===== src/rtl/probe_pkg.sv =====
package probe_pkg;
  localparam int TP_W  = 8;
  localparam int TAP_N = TP_W - 2;
  localparam int CODE_W = 4;

  localparam logic [CODE_W-1:0] CODE_QUIET  = 4'b0000;
  localparam logic [CODE_W-1:0] CODE_CLKDBG = 4'b0101;
  localparam logic [CODE_W-1:0] CODE_CAL    = 4'b1000;

  typedef struct packed {
    logic              driveEn;
    logic [CODE_W-1:0] mode;
  } pathCtl_t;
endpackage


===== src/rtl/probe_ctrl.sv =====
module probe_ctrl
  import probe_pkg::*;
#(
  parameter int DELAY_CYC = 375
) (
  input  logic              clk,
  input  logic              rstN,
  input  logic              parkEn,
  input  logic [CODE_W-1:0] strapIn,
  input  logic              regWe,
  input  logic [CODE_W-1:0] regWdata,
  output pathCtl_t          ctl,
  output logic [CODE_W-1:0] regMode,
  output logic              regFromSw
);
  localparam int CNT_W = $clog2(DELAY_CYC + 1);
  localparam logic [CNT_W-1:0] LAST = CNT_W'(DELAY_CYC - 1);

  logic [2:0]        parkSync;
  logic              parkRise;
  logic [CNT_W-1:0]  waitCnt;
  logic              armed;
  logic              captured;
  logic [CODE_W-1:0] mode;
  logic              fromSw;

  assign parkRise = parkSync[1] & ~parkSync[2];

  always_ff @(posedge clk or negedge rstN) begin
    if (!rstN) begin
      parkSync <= '0;
      waitCnt  <= '0;
      armed    <= 1'b1;
      captured <= 1'b0;
      mode     <= CODE_QUIET;
      fromSw   <= 1'b0;
    end else begin
      parkSync <= {parkSync[1:0], parkEn};
      if (parkRise) begin
        waitCnt  <= '0;
        armed    <= 1'b1;
        captured <= 1'b0;
        mode     <= CODE_QUIET;
        fromSw   <= 1'b0;
      end else if (armed) begin
        if (waitCnt == LAST) begin
          armed    <= 1'b0;
          captured <= 1'b1;
          mode     <= strapIn;
        end else begin
          waitCnt <= waitCnt + 1'b1;
        end
      end else if (captured && regWe) begin
        mode   <= regWdata;
        fromSw <= 1'b1;
      end
    end
  end

  assign ctl.driveEn = captured;
  assign ctl.mode    = mode;
  assign regMode     = mode;
  assign regFromSw   = fromSw;


  strap_capture_chk: assert property (@(posedge clk) disable iff (!rstN)
    $rose(captured) |-> (mode == $past(strapIn)) && !fromSw);


  early_write_chk: assert property (@(posedge clk) disable iff (!rstN)
    (!captured && regWe) |=> !fromSw);


  sw_write_chk: assert property (@(posedge clk) disable iff (!rstN)
    (captured && regWe && !parkRise) |=> (mode == $past(regWdata)) && fromSw);


  park_restart_chk: assert property (@(posedge clk) disable iff (!rstN)
    parkRise |=> !captured && !fromSw);
endmodule


===== src/rtl/probe_path.sv =====
module probe_path
  import probe_pkg::*;
#(
  parameter int DIV_BITS = 2
) (
  input  logic             clk,
  input  logic             rstN,
  input  pathCtl_t         ctl,
  input  logic [TAP_N-1:0] tapSrc,
  input  logic [TP_W-1:0]  calSig,
  output logic [TP_W-1:0]  tpOut,
  output logic [TP_W-1:0]  tpOe
);
  logic [TAP_N-1:0] tapQ;
  logic [TAP_N-1:0] tapDiv;
  logic [TP_W-1:0]  nextOut;

  always_ff @(posedge clk or negedge rstN) begin
    if (!rstN) tapQ <= '0;
    else       tapQ <= tapSrc;
  end

  for (genvar i = 0; i < TAP_N; i++) begin : g_div
    logic [DIV_BITS-1:0] divCnt;
    always_ff @(posedge clk or negedge rstN) begin
      if (!rstN)                        divCnt <= '0;
      else if (tapSrc[i] && !tapQ[i])   divCnt <= divCnt + 1'b1;
    end
    assign tapDiv[i] = divCnt[DIV_BITS-1];
  end

  always_comb begin
    nextOut = '0;
    if (ctl.driveEn) begin
      case (ctl.mode)
        CODE_CLKDBG: nextOut = {1'b1, tapDiv, 1'b1};
        CODE_CAL:    nextOut = calSig;
        default:     nextOut = '0;
      endcase
    end
  end

  always_ff @(posedge clk or negedge rstN) begin
    if (!rstN) begin
      tpOut <= '0;
      tpOe  <= '0;
    end else begin
      tpOut <= nextOut;
      tpOe  <= {TP_W{ctl.driveEn}};
    end
  end


  oe_uniform_chk: assert property (@(posedge clk) disable iff (!rstN)
    (tpOe == '0) || (tpOe == '1));


  tristate_quiet_chk: assert property (@(posedge clk) disable iff (!rstN)
    !ctl.driveEn |=> (tpOe == '0) && (tpOut == '0));


  quiet_mode_chk: assert property (@(posedge clk) disable iff (!rstN)
    (ctl.mode == CODE_QUIET) |=> tpOut == '0);


  clkdbg_rails_chk: assert property (@(posedge clk) disable iff (!rstN)
    (ctl.driveEn && ctl.mode == CODE_CLKDBG) |=> tpOut[0] && tpOut[TP_W-1]);
endmodule


===== src/rtl/probe_mux.sv =====
module probe_mux
  import probe_pkg::*;
#(
  parameter int CLK_MHZ        = 250,
  parameter int STRAP_DELAY_NS = 1500,
  parameter int DIV_BITS       = 2
) (
  input  logic             clk,
  input  logic             rstN,
  input  logic             parkEn,
  input  logic [3:0]       tpIn,
  input  logic [5:0]       tapSrc,
  input  logic [7:0]       calSig,
  input  logic             regWe,
  input  logic [3:0]       regWdata,
  output logic [7:0]       tpOut,
  output logic [7:0]       tpOe,
  output logic [3:0]       regMode,
  output logic             regFromSw
);
  localparam int DELAY_CYC = (CLK_MHZ * STRAP_DELAY_NS + 999) / 1000;

  pathCtl_t ctl;

  probe_ctrl #(.DELAY_CYC(DELAY_CYC)) u_ctrl (
    .clk      (clk),
    .rstN     (rstN),
    .parkEn   (parkEn),
    .strapIn  (tpIn),
    .regWe    (regWe),
    .regWdata (regWdata),
    .ctl      (ctl),
    .regMode  (regMode),
    .regFromSw(regFromSw)
  );

  probe_path #(.DIV_BITS(DIV_BITS)) u_path (
    .clk   (clk),
    .rstN  (rstN),
    .ctl   (ctl),
    .tapSrc(tapSrc),
    .calSig(calSig),
    .tpOut (tpOut),
    .tpOe  (tpOe)
  );
endmodule


===== config.mk =====
export PLATFORM = sky130hd
export DESIGN_NAME = probe_mux
export DESIGN_NICKNAME = d
export VERILOG_FILES = /design/src/rtl/probe_pkg.sv /design/src/rtl/probe_ctrl.sv /design/src/rtl/probe_path.sv /design/src/rtl/probe_mux.sv
export SDC_FILE = /design/constraint.sdc
export NUM_CORES = 1
export LEC_CHECK = 0
export BUFFER_PORTS_ARGS = -buffer_cell sky130_fd_sc_hd__buf_4
export CAP_MARGIN = 20
export CORE_ASPECT_RATIO = 1.2
export CORE_MARGIN = 3
export CORE_UTILIZATION = 45
export DETAILED_ROUTE_END_ITERATION = 7
export HOLD_SLACK_MARGIN = 0.08
export PLACE_DENSITY_LB_ADDON = 0.05
export SLEW_MARGIN = 5
export SYNTH_ARGS = -nofsm -noshare
export SYNTH_HDL_FRONTEND = slang
export SYNTH_SLANG_ARGS = --single-unit

===== constraint.sdc =====
create_clock -name clk -period 1.6 [get_ports clk]
set_input_delay 0.24 -clock clk [delete_from_list [all_inputs] [get_ports clk]]
set_output_delay 0.24 -clock clk [all_outputs]
set_load 0.05 [all_outputs]

==> summary.md <==
| Metric | Value |
|---|---|
| Detailed placement HPWL | 2755 um |
| TritonCTS clock tree | yes |
| Syn Nets | 186 |
| Worst Clk Skew | 0.003305 ns |
| Minimum clock period | 1.620 ns |
| Final Wtd Congestion | 0.8305 |
| Adder-cell share of the synthesized area | 1.300% |
| Ys flop type | dfrtp_1 |
| IO buf count | 46 |
| Final Hold Fails | 0 |
| Die X | 65.72 um |
| Vias | 1381 |
| Yosys warns | 0 |
| P per Cell Area | 1092 mW/mm2 |
| Die Area | 0.005103 mm2 |
| Tot GR Track Use | 16.41% |
| Clk_lat worst skew | 0.29 ns |
| Avg Vias per Cell | 5.077 |
| Clock share of power | 26.3% |
| Pre-CTS WS | 0.01297 ns |
| Synth top area cells | dfrtp_1 (58%), xnor2_1 (6.8%), a22oi_1 (3.9%), nand3b_1 (3.9%), nor2b_1 (2.9%) |
| Wire length per cell | 14.32 um |
| Post-synthesis sequential area ratio | 59.84% |
| Critical path class | flop to flop |
| Post-synth EDFFs | 0 |
| Leakage power | 0.001144 uW |
| Pins Over Slew Limit | 0 |
| ANT nets after route | 0 |
| Netlist Area Pre-Place | 0.001926 mm2 |
| Asr flop ratio synth | 100.0% |
| CP Capture Type | flop |
| Synth top cells by count | dfrtp_1 (45), xnor2_1 (15), a22oi_1 (10), nand3b_1 (10) |
| Compound-Gate Fraction of Synth Area | 8.512% |
| Post-route worst setup slack | -0.01996 ns |
| Share of cells above drive strength 1 | 34.40% |
| Initial antenna violation count | 0 |
| Crit Path Max Fanout | 4 |
| Core area | 0.004035 mm2 |
| Post-synthesis simple-gate area fraction | 18.32% |
| Slew headroom | 62.09% |
| Initial Util | 47.72% |
| Largest family of logic cells by synthesized area | simple AND/OR/NAND/NOR gates |
| Pin count of the biggest net entering global routing | 47 |
| CP required | 1.78 ns |
| Total I/O pin count | 47 |
| Failing checks | negative setup slack |
| Synth top area share | 58.48% |
| First-pass GRT wire length | 6368 um |
| Area growth from synthesis to layout | 31.64% |
| DRT Pass-1 Iters | 4 |
| Grt total ovfl | 0 |
| Outcome | finished, violations left |
| Sw Pwr | 746.0 uW |
| RSZ-0062 raised after global routing | yes |
| Clk sinks | 46 |
| Clk buf depth | 2 |
| Fmax | 617.3 MHz |
| Nets | 245 |
| Crit path launch type | flop |
| Total Power | 2767 uW |
| Die Ht | 77.66 um |
| XOR/XNOR Fraction of Synth Area | 7.732% |
| CTS buffer count | 5 |
| DRC | 0 |
| Area post-placement | 0.002320 mm2 |
| Combinational fraction of design power | 18.0% |
| Vias in the first global route | 1336 |
| Unique cell type count in the Yosys netlist | 31 |
| ANT cells | 0 |
| Seq pwr share | 55.7% |
| H-tree Lvls | 2 |
| Worst slew pin tran | 0.5686 ns |
| Syn Area/Cell | 12.19 um2 |
| Post-synthesis mux area share | 0% |
| Cell with the most instances after synthesis | dfrtp_1 |
| Fin crit share | 101.2% |
| Clock transition at path regs | 0.08 ns |
| Synth Register Bits | 46 |
| Final setup violation count | 1 |
| Peak VDD IR | 735.9 uV |
| Root Buffer | clkbuf_8 |
| DRT iter0 DRCs | 81 |
| Mapped Cells | 158 |
| Internal cell power | 2021 uW |
| WL final | 3896 um |
| Max-cap violations | 0 |
| Final hold slack | 0.2009 ns |
| Largest area contributor in the netlist | dfrtp_1 |
| Arr. time, crit path | 1.80 ns |
| Switching share of power | 26.96% |
| Row Count | 25 |
| Final Instance Area | 0.002535 mm2 |
| Hold Crit Class | primary input to flop |
## flip-flops by register name (all words and copies together) (netlist names)
| signal | count |
|---|---|
| u_path.g_div.divCnt | 12 |
| u_ctrl.waitCnt | 9 |
| u_path.tpOut | 8 |
| u_path.tapQ | 6 |
| u_ctrl.regMode | 4 |
| u_ctrl.parkSync | 3 |
| u_ctrl.armed | 1 |
| u_ctrl.captured | 1 |
| u_ctrl.regFromSw | 1 |
| u_path.tpOe | 1 |
## power groups by stage
stage | registers [uW] | clock network, uW | logic (uW)
3_3_place_gp | 1540 | 0 | 403
4_1_cts | 1540 | 752 | 450
3_5_place_dp | 1560 | 0 | 429
5_1_grt | 1570 | 807 | 558
2_1_floorplan | 1520 | 0 | 282
6_report | 1540 | 728 | 499
## kinds of logic after synthesis
kind of cell	count (synthesis)
xor gates and xnor gates	17
AOI/OAI and AO/OA	25
buffers and inverters	15
adders and majority gates	2
and+or+nand+nor	53
DFF	46
## per-layer routing
layer  vias to the layer above  wire [um]  track usage, %
met3                         4        185           5.210
met4                         0         38           4.979
met5                         -          0               0
met1                       684       1549           19.90
met2                        34       2123           27.48
li1                        659          -               -
## final cells by class
type,instances,area [um2]
Timing Repair Buffer,64,498.0
Inverter,3,11.26
Clock buffer,6,82.58
Sequential cell,46,1152
Tap cell,54,67.56
Clock inverter,2,12.51
Multi-Input combinational cell,97,710.7
Fill cell,324,1500
## critical path, stage by stage (launching register included)
cell      delay, ns
dfrtp_1        0.40
or3b_4         0.43
or3_4          0.44
a31oi_1        0.18
a311oi_1       0.06
## layout by cell type, fill, tap and decap left out, types with 3 or more instances in the layout
cell type,synthesis,final
nand3b_1,10,10
nor2b_1,9,9
dfrtp_1,45,45
clkbuf_8,0,6
nor2_1,9,9
nand4_1,3,3
a21oi_1,9,8
xnor2_1,15,15
a22oi_1,10,10
nand2b_1,7,7
dlygate4sd3_1,0,8
buf_4,7,55
## final timing paths
kind / end / slack [ns] / cells past startpoint / start
max: u_ctrl.waitCnt[3] / -0.02 / 4 / u_ctrl.waitCnt[2]
min: u_path.tpOut[0] / 0.20 / 3 / calSig[0]
max reg2reg: u_ctrl.waitCnt[3] / -0.02 / 4 / u_ctrl.waitCnt[2]
min reg2reg: u_ctrl.parkSync[1] / 0.35 / 0 / u_ctrl.parkSync[0]
max in group asynchronous: u_ctrl.regFromSw / 0.74 / 2 / rstN
min in group asynchronous: u_ctrl.parkSync[2] / 0.48 / 2 / rstN
## timing repair
item / in CTS / in global routing
endpoints found under the setup margin: 0 / 7
hold buffers: 8 / 0
setup buffers: 0 / 2
resized for setup: 0 / 6
endpoints found under the hold margin: 52 / 0
## stage by stage
step / TNS, ns / cells / util (%)
2_1_floorplan: 0 / 158 / -
3_3_place_gp: 0 / 253 / 57.49
3_5_place_dp: 0 / 253 / 57.49
4_1_cts: 0 / 269 / 61.83
5_1_grt: -0.1980 / 272 / 62.82
6_report: -0.01996 / 272 / 62.82
(Power assumes the default switching activity.)
